--- src/rtl/sel_clk_div_pkg.sv ---
package sel_clk_div_pkg;
  localparam int SEL_W = 3;
  typedef enum logic {DIV_TABLE_A = 1'b0, DIV_TABLE_B = 1'b1} div_table_e;
endpackage

--- src/rtl/sel_clk_div_lut.sv ---
module sel_clk_div_lut
  import sel_clk_div_pkg::*;
#(
  parameter div_table_e TABLE   = DIV_TABLE_A,
  parameter int         RATIO_W = 4
) (
  input  logic [SEL_W-1:0]   sel,
  output logic [RATIO_W-1:0] ratio
);
  generate
    if (TABLE == DIV_TABLE_B) begin : g_tab_b
      always_comb begin
        unique case (sel)
          3'd0: ratio = RATIO_W'(6);
          3'd1: ratio = RATIO_W'(2);
          3'd2: ratio = RATIO_W'(8);
          3'd3: ratio = RATIO_W'(4);
          3'd4: ratio = RATIO_W'(5);
          3'd5: ratio = RATIO_W'(7);
          3'd6: ratio = RATIO_W'(1);
          default: ratio = RATIO_W'(3);
        endcase
      end
    end else begin : g_tab_a
      always_comb begin
        unique case (sel)
          3'd0: ratio = RATIO_W'(10);
          3'd1: ratio = RATIO_W'(2);
          3'd2: ratio = RATIO_W'(8);
          3'd3: ratio = RATIO_W'(4);
          3'd4: ratio = RATIO_W'(5);
          3'd5: ratio = RATIO_W'(7);
          3'd6: ratio = RATIO_W'(9);
          default: ratio = RATIO_W'(6);
        endcase
      end
    end
  endgenerate
endmodule

--- src/rtl/sel_clk_div_count.sv ---
module sel_clk_div_count #(
  parameter int RATIO_W = 4
) (
  input  logic               clk_in,
  input  logic               clr_n,
  input  logic [RATIO_W-1:0] sel_ratio,
  output logic               run,
  output logic [RATIO_W-1:0] cnt,
  output logic [RATIO_W-1:0] act_ratio,
  output logic               hi_q
);
  logic [RATIO_W:0]   half_len;
  logic [RATIO_W-1:0] cnt_inc;
  logic               last;
  logic               hi_nxt;

  always_comb begin
    half_len = ({1'b0, act_ratio} + 1'b1) >> 1;
    cnt_inc  = cnt + 1'b1;
    last     = (cnt == act_ratio - 1'b1);
    hi_nxt   = ({1'b0, cnt_inc} < half_len);
  end

  // new ratio is taken at the first cycle after release and at each wrap
  always_ff @(posedge clk_in or negedge clr_n) begin
    if (!clr_n) begin
      run       <= 1'b0;
      cnt       <= '0;
      act_ratio <= '0;
      hi_q      <= 1'b0;
    end else if (!run || last) begin
      run       <= 1'b1;
      cnt       <= '0;
      act_ratio <= sel_ratio;
      hi_q      <= 1'b1;
    end else begin
      cnt       <= cnt_inc;
      hi_q      <= hi_nxt;
    end
  end
endmodule

--- src/rtl/sel_clk_div_shape.sv ---
module sel_clk_div_shape #(
  parameter int RATIO_W = 4
) (
  input  logic               clk_in,
  input  logic               clr_n,
  input  logic               run,
  input  logic [RATIO_W-1:0] act_ratio,
  input  logic               hi_q,
  output logic               clk_out
);
  logic bypass;
  logic odd;
  logic lo_q;

  always_comb begin
    bypass = (act_ratio == RATIO_W'(1));
    odd    = act_ratio[0] && !bypass;
  end

  // half-cycle delayed copy; held low in pass-through so a switch to an odd ratio starts clean
  always_ff @(negedge clk_in or negedge clr_n) begin
    if (!clr_n) lo_q <= 1'b0;
    else        lo_q <= hi_q && !bypass;
  end

  always_comb begin
    if (!run)        clk_out = 1'b0;
    else if (bypass) clk_out = clk_in;
    else if (odd)    clk_out = hi_q && lo_q;
    else             clk_out = hi_q;
  end
endmodule

--- src/rtl/sel_clk_div.sv ---
module sel_clk_div
  import sel_clk_div_pkg::*;
#(
  parameter div_table_e TABLE   = DIV_TABLE_A,
  parameter int         RATIO_W = 4
) (
  input  logic             clk_in,
  input  logic             rst_n,
  input  logic             pd_n,
  input  logic [SEL_W-1:0] sel,
  output logic             clk_out,
  output logic             clk_oe
);
  logic               clr_n;
  logic [RATIO_W-1:0] sel_ratio;
  logic               run;
  logic [RATIO_W-1:0] cnt;
  logic [RATIO_W-1:0] act_ratio;
  logic               hi_q;

  assign clr_n = rst_n && pd_n;

  sel_clk_div_lut #(.TABLE(TABLE), .RATIO_W(RATIO_W)) u_lut (
    .sel   (sel),
    .ratio (sel_ratio)
  );

  sel_clk_div_count #(.RATIO_W(RATIO_W)) u_count (
    .clk_in    (clk_in),
    .clr_n     (clr_n),
    .sel_ratio (sel_ratio),
    .run       (run),
    .cnt       (cnt),
    .act_ratio (act_ratio),
    .hi_q      (hi_q)
  );

  sel_clk_div_shape #(.RATIO_W(RATIO_W)) u_shape (
    .clk_in    (clk_in),
    .clr_n     (clr_n),
    .run       (run),
    .act_ratio (act_ratio),
    .hi_q      (hi_q),
    .clk_out   (clk_out)
  );

  generate
    if (TABLE == DIV_TABLE_B) begin : g_oe_b
      assign clk_oe = clr_n;
    end else begin : g_oe_a
      assign clk_oe = rst_n;
    end
  endgenerate
endmodule

--- config.mk ---
export PLATFORM = sky130hd
export DESIGN_NAME = sel_clk_div
export DESIGN_NICKNAME = d
export VERILOG_FILES = /design/src/rtl/sel_clk_div_pkg.sv /design/src/rtl/sel_clk_div_lut.sv /design/src/rtl/sel_clk_div_count.sv /design/src/rtl/sel_clk_div_shape.sv /design/src/rtl/sel_clk_div.sv
export SDC_FILE = /design/constraint.sdc
export NUM_CORES = 1
export LEC_CHECK = 0
export BUFFER_PORTS_ARGS = -buffer_cell sky130_fd_sc_hd__buf_4
export CAP_MARGIN = 10
export CORE_MARGIN = 4
export CORE_UTILIZATION = 30
export DETAILED_ROUTE_END_ITERATION = 10
export HOLD_SLACK_MARGIN = 0.06
export PLACE_DENSITY = 0.51
export RECOVER_POWER = 25
export SETUP_SLACK_MARGIN = 0.5
export SLEW_MARGIN = 0
export SYNTH_ARGS = -nofsm -noshare
export SYNTH_HDL_FRONTEND = slang
export SYNTH_SLANG_ARGS = --single-unit
--- constraint.sdc ---
create_clock -name clk_in -period 2 [get_ports clk_in]
set_input_delay 0.3 -clock clk_in [delete_from_list [all_inputs] [get_ports clk_in]]
set_output_delay 0.3 -clock clk_in [all_outputs]
set_load 0.02 [all_outputs]
==> results of run 1 <==
-- worst register-to-register path: cells and delay by family (launching register included) --
kind                       cells  cell delay [ns]
adders and majority gates      1             0.12
DFF                            1             0.39
buffers and inverters          1             0.10
and+or+nand+nor                2             0.25
-- cell type report --
class                      count  area [sq um]  share of cell area
clock buffer                   7         56.30             0.05143
timing repair buffer          22         185.2              0.1691
multi-input combinational     47         519.2              0.4743
inverter                       4         17.52             0.01600
sequential                    11         276.5              0.2526
clock inverter                 1         5.005            0.004571
tap                           28         35.03             0.03200
-- worst min path at each step --
| stage | startpoint | to | cells past startpoint | slack [ns] |
|---|---|---|---|---|
| after floorplan | pd_n | u_count.act_ratio[1]$_DFFE_PN0P_ | 1 | 0.24 |
| after global placement | pd_n | u_count.run$_DFFE_PN0P_ | 3 | 0.40 |
| after detailed placement | pd_n | u_count.run$_DFFE_PN0P_ | 3 | 0.39 |
| after CTS | sel[2] | u_count.act_ratio[0]$_DFFE_PN0P_ | 3 | 0.20 |
| after global routing | sel[2] | u_count.act_ratio[0]$_DFFE_PN0P_ | 3 | 0.22 |
| final | sel[2] | u_count.act_ratio[0]$_DFFE_PN0P_ | 3 | 0.20 |
-- sequential cells by signal (all words and copies together), names as in the netlist --
signal	cells
u_shape.lo_q	1
u_count.run	1
u_count.cnt	4
u_count.act_ratio	4
u_count.hi_q	1
-- cell families (layout without fill, tap and decap cells) --
group | after synthesis | after routing | share of synthesized area
XOR/XNOR | 10 | 10 | 0.1217
AND/OR/NAND/NOR | 15 | 15 | 0.1217
buffers and inverters | 6 | 34 | 0.04695
other | 1 | 1 | 0.005212
multiplexers | 6 | 6 | 0.09913
AO/OA/AOI/OAI | 8 | 8 | 0.1009
flip-flops | 11 | 11 | 0.3826
adder cells (fa/ha/maj) | 7 | 7 | 0.1217
-- power by group --
| part | switching (mW) | internal, mW |
|---|---|---|
| Combinational | 0.297 | 0.424 |
| Clock | 0.112 | 0.162 |
| Sequential | 0.0856 | 0.281 |
| Total | 0.494 | 0.867 |
-- per-stage QoR --
stage	util	worst slack, ns	area, sq um
after floorplan	-	-0.001483	734.5
after global placement	0.3796	-0.07820	855.8
after detailed placement	0.3796	-0.08645	855.8
after CTS	0.4728	-0.5261	1066
after global routing	0.4856	-0.5892	1095
final	0.4856	-0.5080	1095
-- layer usage --
layer  vias up  share of wire  track usage  wire (um)
met3         2          0.017      0.02941         25
met5         -              0            0          0
li1        269              -            -          -
met2         4           0.50       0.1566        720
met1       238           0.47       0.1301        682
met4         0         0.0090      0.06954         13
-- layout by cell type (no fill, tap or decap), drive strengths merged --
cell type     n
and2b         2
o21bai        1
o21ai         2
nor2          2
a21oi         1
dfrtn         1
nor3          1
xor2          2
conb          1
dlygate4sd3   2
nor2b         1
nand3         3
clkinv        1
ha            7
nor3b         1
dfrtp        10
xnor2         8
mux2          3
inv           4
buf          18
mux2i         3
o21a          2
o41ai         1
nand2         3
a21boi        1
and2          2
clkbuf        9
-- what timing repair did --
item,in CTS,in global routing
setup buffers,6,1
setup endpoints to repair,14,14
gates resized for setup,18,6
pin swaps,5,4
cloned,0,0
hold endpoints to repair,10,0
hold buffers,2,0
==> key figures, run 1 <==
Floorplan
  – Ports: 8
  – Die Y: 56.97 um
  – Initial Utilization: 0.3191
  – Core area: 2255 sq um
  – Rows: 17
  – Die Wd: 56.97 um
  – Die ar.: about 3200 sq um

Critical path
  – Reg-to-Reg End: u_shape.lo_q$_DFF_NN0_
  – Critical path depth: 4
  – Worst setup path startpoint: u_shape.lo_q$_DFF_NN0_
  – Slowest CP cell: dfrtn_1
  – Most used cell along the critical path: o21ai_1
  – CP top delay family: flip-flops
  – WP data arrival: 2.21 ns
  – Worst r2r src: u_count.act_ratio[1]$_DFFE_PN0P_
  – Worst Setup EP: clk_out
  – Setup CP Type: reg2out
  – Crit path launch type: register
  – Critical Path RT: 1.70 ns
  – CP Cell Sequence: o21ai_1 > o21ai_1 > and2_4 > buf_6
  – Crit. End Element: primary output
  – Reg2reg setup slack: 0 ns
  – CP Max Fanout: 1
  – R2R depth: 4
  – Crit path buf inv count: 1
  – Critical Path Max Stage Delay: 0.38 ns

Placement
  – Post-DP HPWL: 1.020 mm
  – Gpl congestion: 0.7556
  – Placed Instances: 104
  – IO buf count: 7

Hold path
  – Worst hold path class: in2reg

Yosys
  – Netlist Area Pre-Place: approximately 720 sq um
  – Register area share after synthesis: 0.3826
  – Synth top area cells: dfrtp_1, ha_1, xnor2_1
  – Synth warn: 0
  – Most frequent cells after synthesis: dfrtp_1, xnor2_1, ha_1
  – Most frequent cell after synthesis: dfrtp_1
  – Post-synth EDFFs: 0
  – Cell count after synthesis: 64
  – Post-synthesis cell type count: 26
  – Share of the synthesized area in the top cell type: 0.3478
  – Yosys reg bits: 11
  – FFs w/ async S/R, synth: 1.000
  – Avg Cell Area, Syn: between 10 and 15 sq um
  – Mapped Nets: 77
  – Top_reg_cell synth: dfrtp_1
  – Largest area contributor in the netlist: dfrtp_1

CTS
  – Reg clk slew, reported paths: 0.07 ns
  – CTS tree: done
  – Clk_lat worst skew: 0.39 ns

Global routing
  – First-pass GRT wire length: 2.525 mm
  – Overall routing resource usage: 0.1044
  – Largest net degree at the start of global routing: 11
  – Vias in the first global route: 595
  – Initial antenna violation count: 0
  – Global route overflow: 0

Power
  – PnR Total Power: 1.361 mW
  – Static Leakage: ~0.5 nW
  – Worst VDD drop: 0.6792 mV
  – Pwr dens: 1244 nW/um^2

STA
  – Final setup TNS: -0.5115 ns
  – Worst-margin pin slew: 0.5607 ns
  – Slew margin rel.: 0.6262
  – WHS: 0.1995 ns
  – Fin worst setup slack: -0.5080 ns
  – Final Skew: 0.01614 ns
  – Pins Over Slew Limit: 0
  – RSZ-0062 raised after global routing: true
  – Hold Vio Cnt, Final: 0
  – Setup violators final: 3

Final layout
  – # fillers: 226
  – NumNets Final: 106
  – Post-Layout Cell Count: 120
  – Antenna Cells: 0
  – Layout cell share with drive strength beyond 1: 0.5217
  – Syn-to-layout area delta: 52.17%

Flow run
  – Max-cap violations: 0

Routing
  – Drc violations: 0
  – Vias: 513
  – Post-DRT Antenna Nets: 0
  – Vias/cell: roughly 4.3
  – DR pass1 iterations: 4
  – WL per Instance: about 12 um
  – Starting DRT DRC Count: 9
  – Post-Route WL: 1.441 mm

Outcome
  – Violated checks: setup timing
  – Status: complete, but fails checks
Power figures use the tool's default switching activity.
==> run 2: changes to the inputs <==
--- a/config.mk
+++ b/config.mk
@@ -9,9 +9,10 @@
 export CAP_MARGIN = 10
 export CORE_MARGIN = 4
 export CORE_UTILIZATION = 30
+export CTS_CLUSTER_DIAMETER = 40
 export DETAILED_ROUTE_END_ITERATION = 10
 export HOLD_SLACK_MARGIN = 0.06
-export PLACE_DENSITY = 0.51
+export PLACE_DENSITY = 0.49
 export RECOVER_POWER = 25
 export SETUP_SLACK_MARGIN = 0.5
 export SLEW_MARGIN = 0
==> constraint.sdc (replaced) <==
create_clock -name clk_in -period 2.9 [get_ports clk_in]
set_input_delay 0.435 -clock clk_in [delete_from_list [all_inputs] [get_ports clk_in]]
set_output_delay 0.435 -clock clk_in [all_outputs]
set_load 0.02 [all_outputs]
==> key figures, run 2 (synthesis results as in run 1) <==
Critical path
  – Critical Path RT: 2.47 ns (+0.77 ns)
  – Crit path launch type: register
  – WP data arrival: 2.67 ns (+0.46 ns)
  – Critical path depth: 4 (unchanged)
  – CP Max Fanout: 1 (unchanged)
  – Worst setup path startpoint: u_shape.lo_q$_DFF_NN0_
  – Most used cell along the critical path: o21ai_1
  – CP Cell Sequence: o21ai_1 > o21ai_1 > and2_4 > buf_6
  – Slowest CP cell: dfrtn_1
  – Critical Path Max Stage Delay: 0.39 ns (about the same)
  – CP top delay family: flip-flops
  – Setup CP Type: reg2out
  – Crit path buf inv count: 1 (unchanged)
  – R2R depth: 4 (unchanged)
  – Worst r2r src: u_count.act_ratio[1]$_DFFE_PN0P_
  – Crit. End Element: primary output

Final layout
  – Most common cell after layout, fill and taps aside: dfrtp_1
  – Syn-to-layout area delta: 24.35%
  – Most frequent cells in the layout: dfrtp_1, xnor2_1, buf_4
  – # fillers: 246 (+8.8%)
  – Area of the multi-input gates: 436.7 sq um (-16%)
  – Antenna Cells: 0 (unchanged)
  – NumNets Final: 94 (-11%)
  – Layout cell share with drive strength beyond 1: 0.3500 (-0.1717)
  – Sequential cell area: 276.5 sq um (unchanged)
  – Biggest regs: u_count.act_ratio x4, u_count.cnt x4
  – Post-Layout Cell Count: 108 (-10%)

Floorplan
  – Ports: 8 (unchanged)
  – Core area: 2255 sq um (unchanged)
  – Die ar.: 3246 sq um (unchanged)
  – Die Y: 56.97 um (unchanged)
  – Rows: 17 (unchanged)
  – Initial Utilization: 0.3191 (unchanged)
  – Die Wd: 56.97 um (unchanged)

CTS
  – Clk_lat worst skew: 0.39 ns (about the same)
  – CTS tree: done
  – Reg clk slew, reported paths: 0.07 ns (about the same)
  – Post-CTS Hold Buffers: 0 (-2)

Global routing
  – Initial antenna violation count: 0 (unchanged)
  – Overall routing resource usage: 0.1000 (-0.004450)
  – Largest net degree at the start of global routing: 12 (+1)
  – M3 GR Usage: 0.02262 (-0.006787)
  – Global route overflow: 0 (unchanged)
  – Grt met2 use: 0.1387 (-0.01794)
  – Top Usage Layer GRT: met2
  – First-pass GRT wire length: 2.408 mm (-4.6%)
  – Vias in the first global route: 583 (-2.0%)
  – Met1 Usage GRT: 0.1250 (-0.005070)

STA
  – WHS: 0.2302 ns (+0.03072 ns)
  – Hold Vio Cnt, Final: 0 (unchanged)
  – Final setup TNS: -0.2078 ns (+0.3037 ns)
  – Final Skew: 0.01653 ns (+0.0003965 ns)
  – Setup violators final: 2 (-1)
  – RSZ-0062 raised after global routing: true
  – Slew margin rel.: 0.5616 (-0.06454)
  – Worst-margin pin slew: 0.6553 ns (+0.09457 ns)
  – Pins Over Slew Limit: 0 (unchanged)
  – Fin worst setup slack: -0.2078 ns (+0.3002 ns)

Routing
  – Post-DRT Antenna Nets: 0 (unchanged)
  – Starting DRT DRC Count: 6 (-3)
  – DR pass1 iterations: 3 (-1)
  – WL per Instance: 12.42 um (+3.4%)
  – Vias: 481 (-6.2%)
  – Drc violations: 0 (unchanged)
  – Vias/cell: 4.454 (+4.2%)
  – Post-Route WL: 1.341 mm (-6.9%)

Power
  – Pwr dens: 846.2 nW/um^2 (-32%)
  – Worst VDD drop: 0.4822 mV (-29%)
  – Static Leakage: 0.4235 nW (-16%)

Placement
  – Gpl congestion: 0.7325 (-3.1%)
  – Placed Instances: 98 (-5.8%)
  – Place WS: 0.2259 ns (+0.3124 ns)
  – Post-DP HPWL: 978.4 um (-4.1%)
  – IO buf count: 7 (unchanged)

Outcome
  – Status: complete, but fails checks
  – Violated checks: setup timing

Hold path
  – Worst hold path class: in2async

Flow run
  – Max-cap violations: 0 (unchanged)
## run 2: metal layers
metal	share of wire	routed length [um]
met1	0.47	631
met2	0.47	636
met3	0.031	41
met4	0.023	31
met5	0	0
## run 2: tightest hold or removal path: cells and delay by family
family	cells	cell delay (ns)
buffers and inverters	2	0.55
and+or+nand+nor	1	0.10
## run 2: cell type report
cell class              count  area share
multi-input cells          47      0.4881
flip-flops and latches     11      0.3091
repair buffers             10     0.07972
clock buffers               8     0.06713
well taps                  28     0.03916
inverters                   4     0.01678
## run 2: where the power goes
group          total [mW]  internal [mW]  switching, mW
clock network       0.189          0.113         0.0755
registers           0.247          0.194         0.0527
logic               0.322          0.169          0.153
total               0.757          0.476          0.281
## run 2: what timing repair did
item	in CTS	in global routing
resized for setup	1	0
setup buffers	3	0
pin swaps	1	1
hold endpoints to repair	0	0
setup endpoints to repair	3	3
## run 2: path summary, 6_finish.rpt
kind	to	slack [ns]
max	clk_out	-0.21
min reg2reg	u_count.cnt[0]$_DFF_PN0_	0.56
max in group asynchronous	u_shape.lo_q$_DFF_NN0_	0.88
min	u_count.hi_q$_DFF_PN0_	0.23
max reg2reg	u_shape.lo_q$_DFF_NN0_	0.46
min in group clk_in	u_count.act_ratio[0]$_DFFE_PN0P_	0.34
## run 2: through the flow
| step | utilization | instance area [sq um] | power (mW) |
|---|---|---|---|
| 2_1_floorplan | - | 747.0 | 0.5155 |
| 3_3_place_gp | 0.3652 | 823.3 | 0.5732 |
| 3_5_place_dp | 0.3652 | 823.3 | 0.5764 |
| 4_1_cts | 0.3984 | 898.4 | 0.7739 |
| 5_1_grt | 0.3968 | 894.6 | 0.8284 |
| 6_report | 0.3968 | 894.6 | 0.7570 |
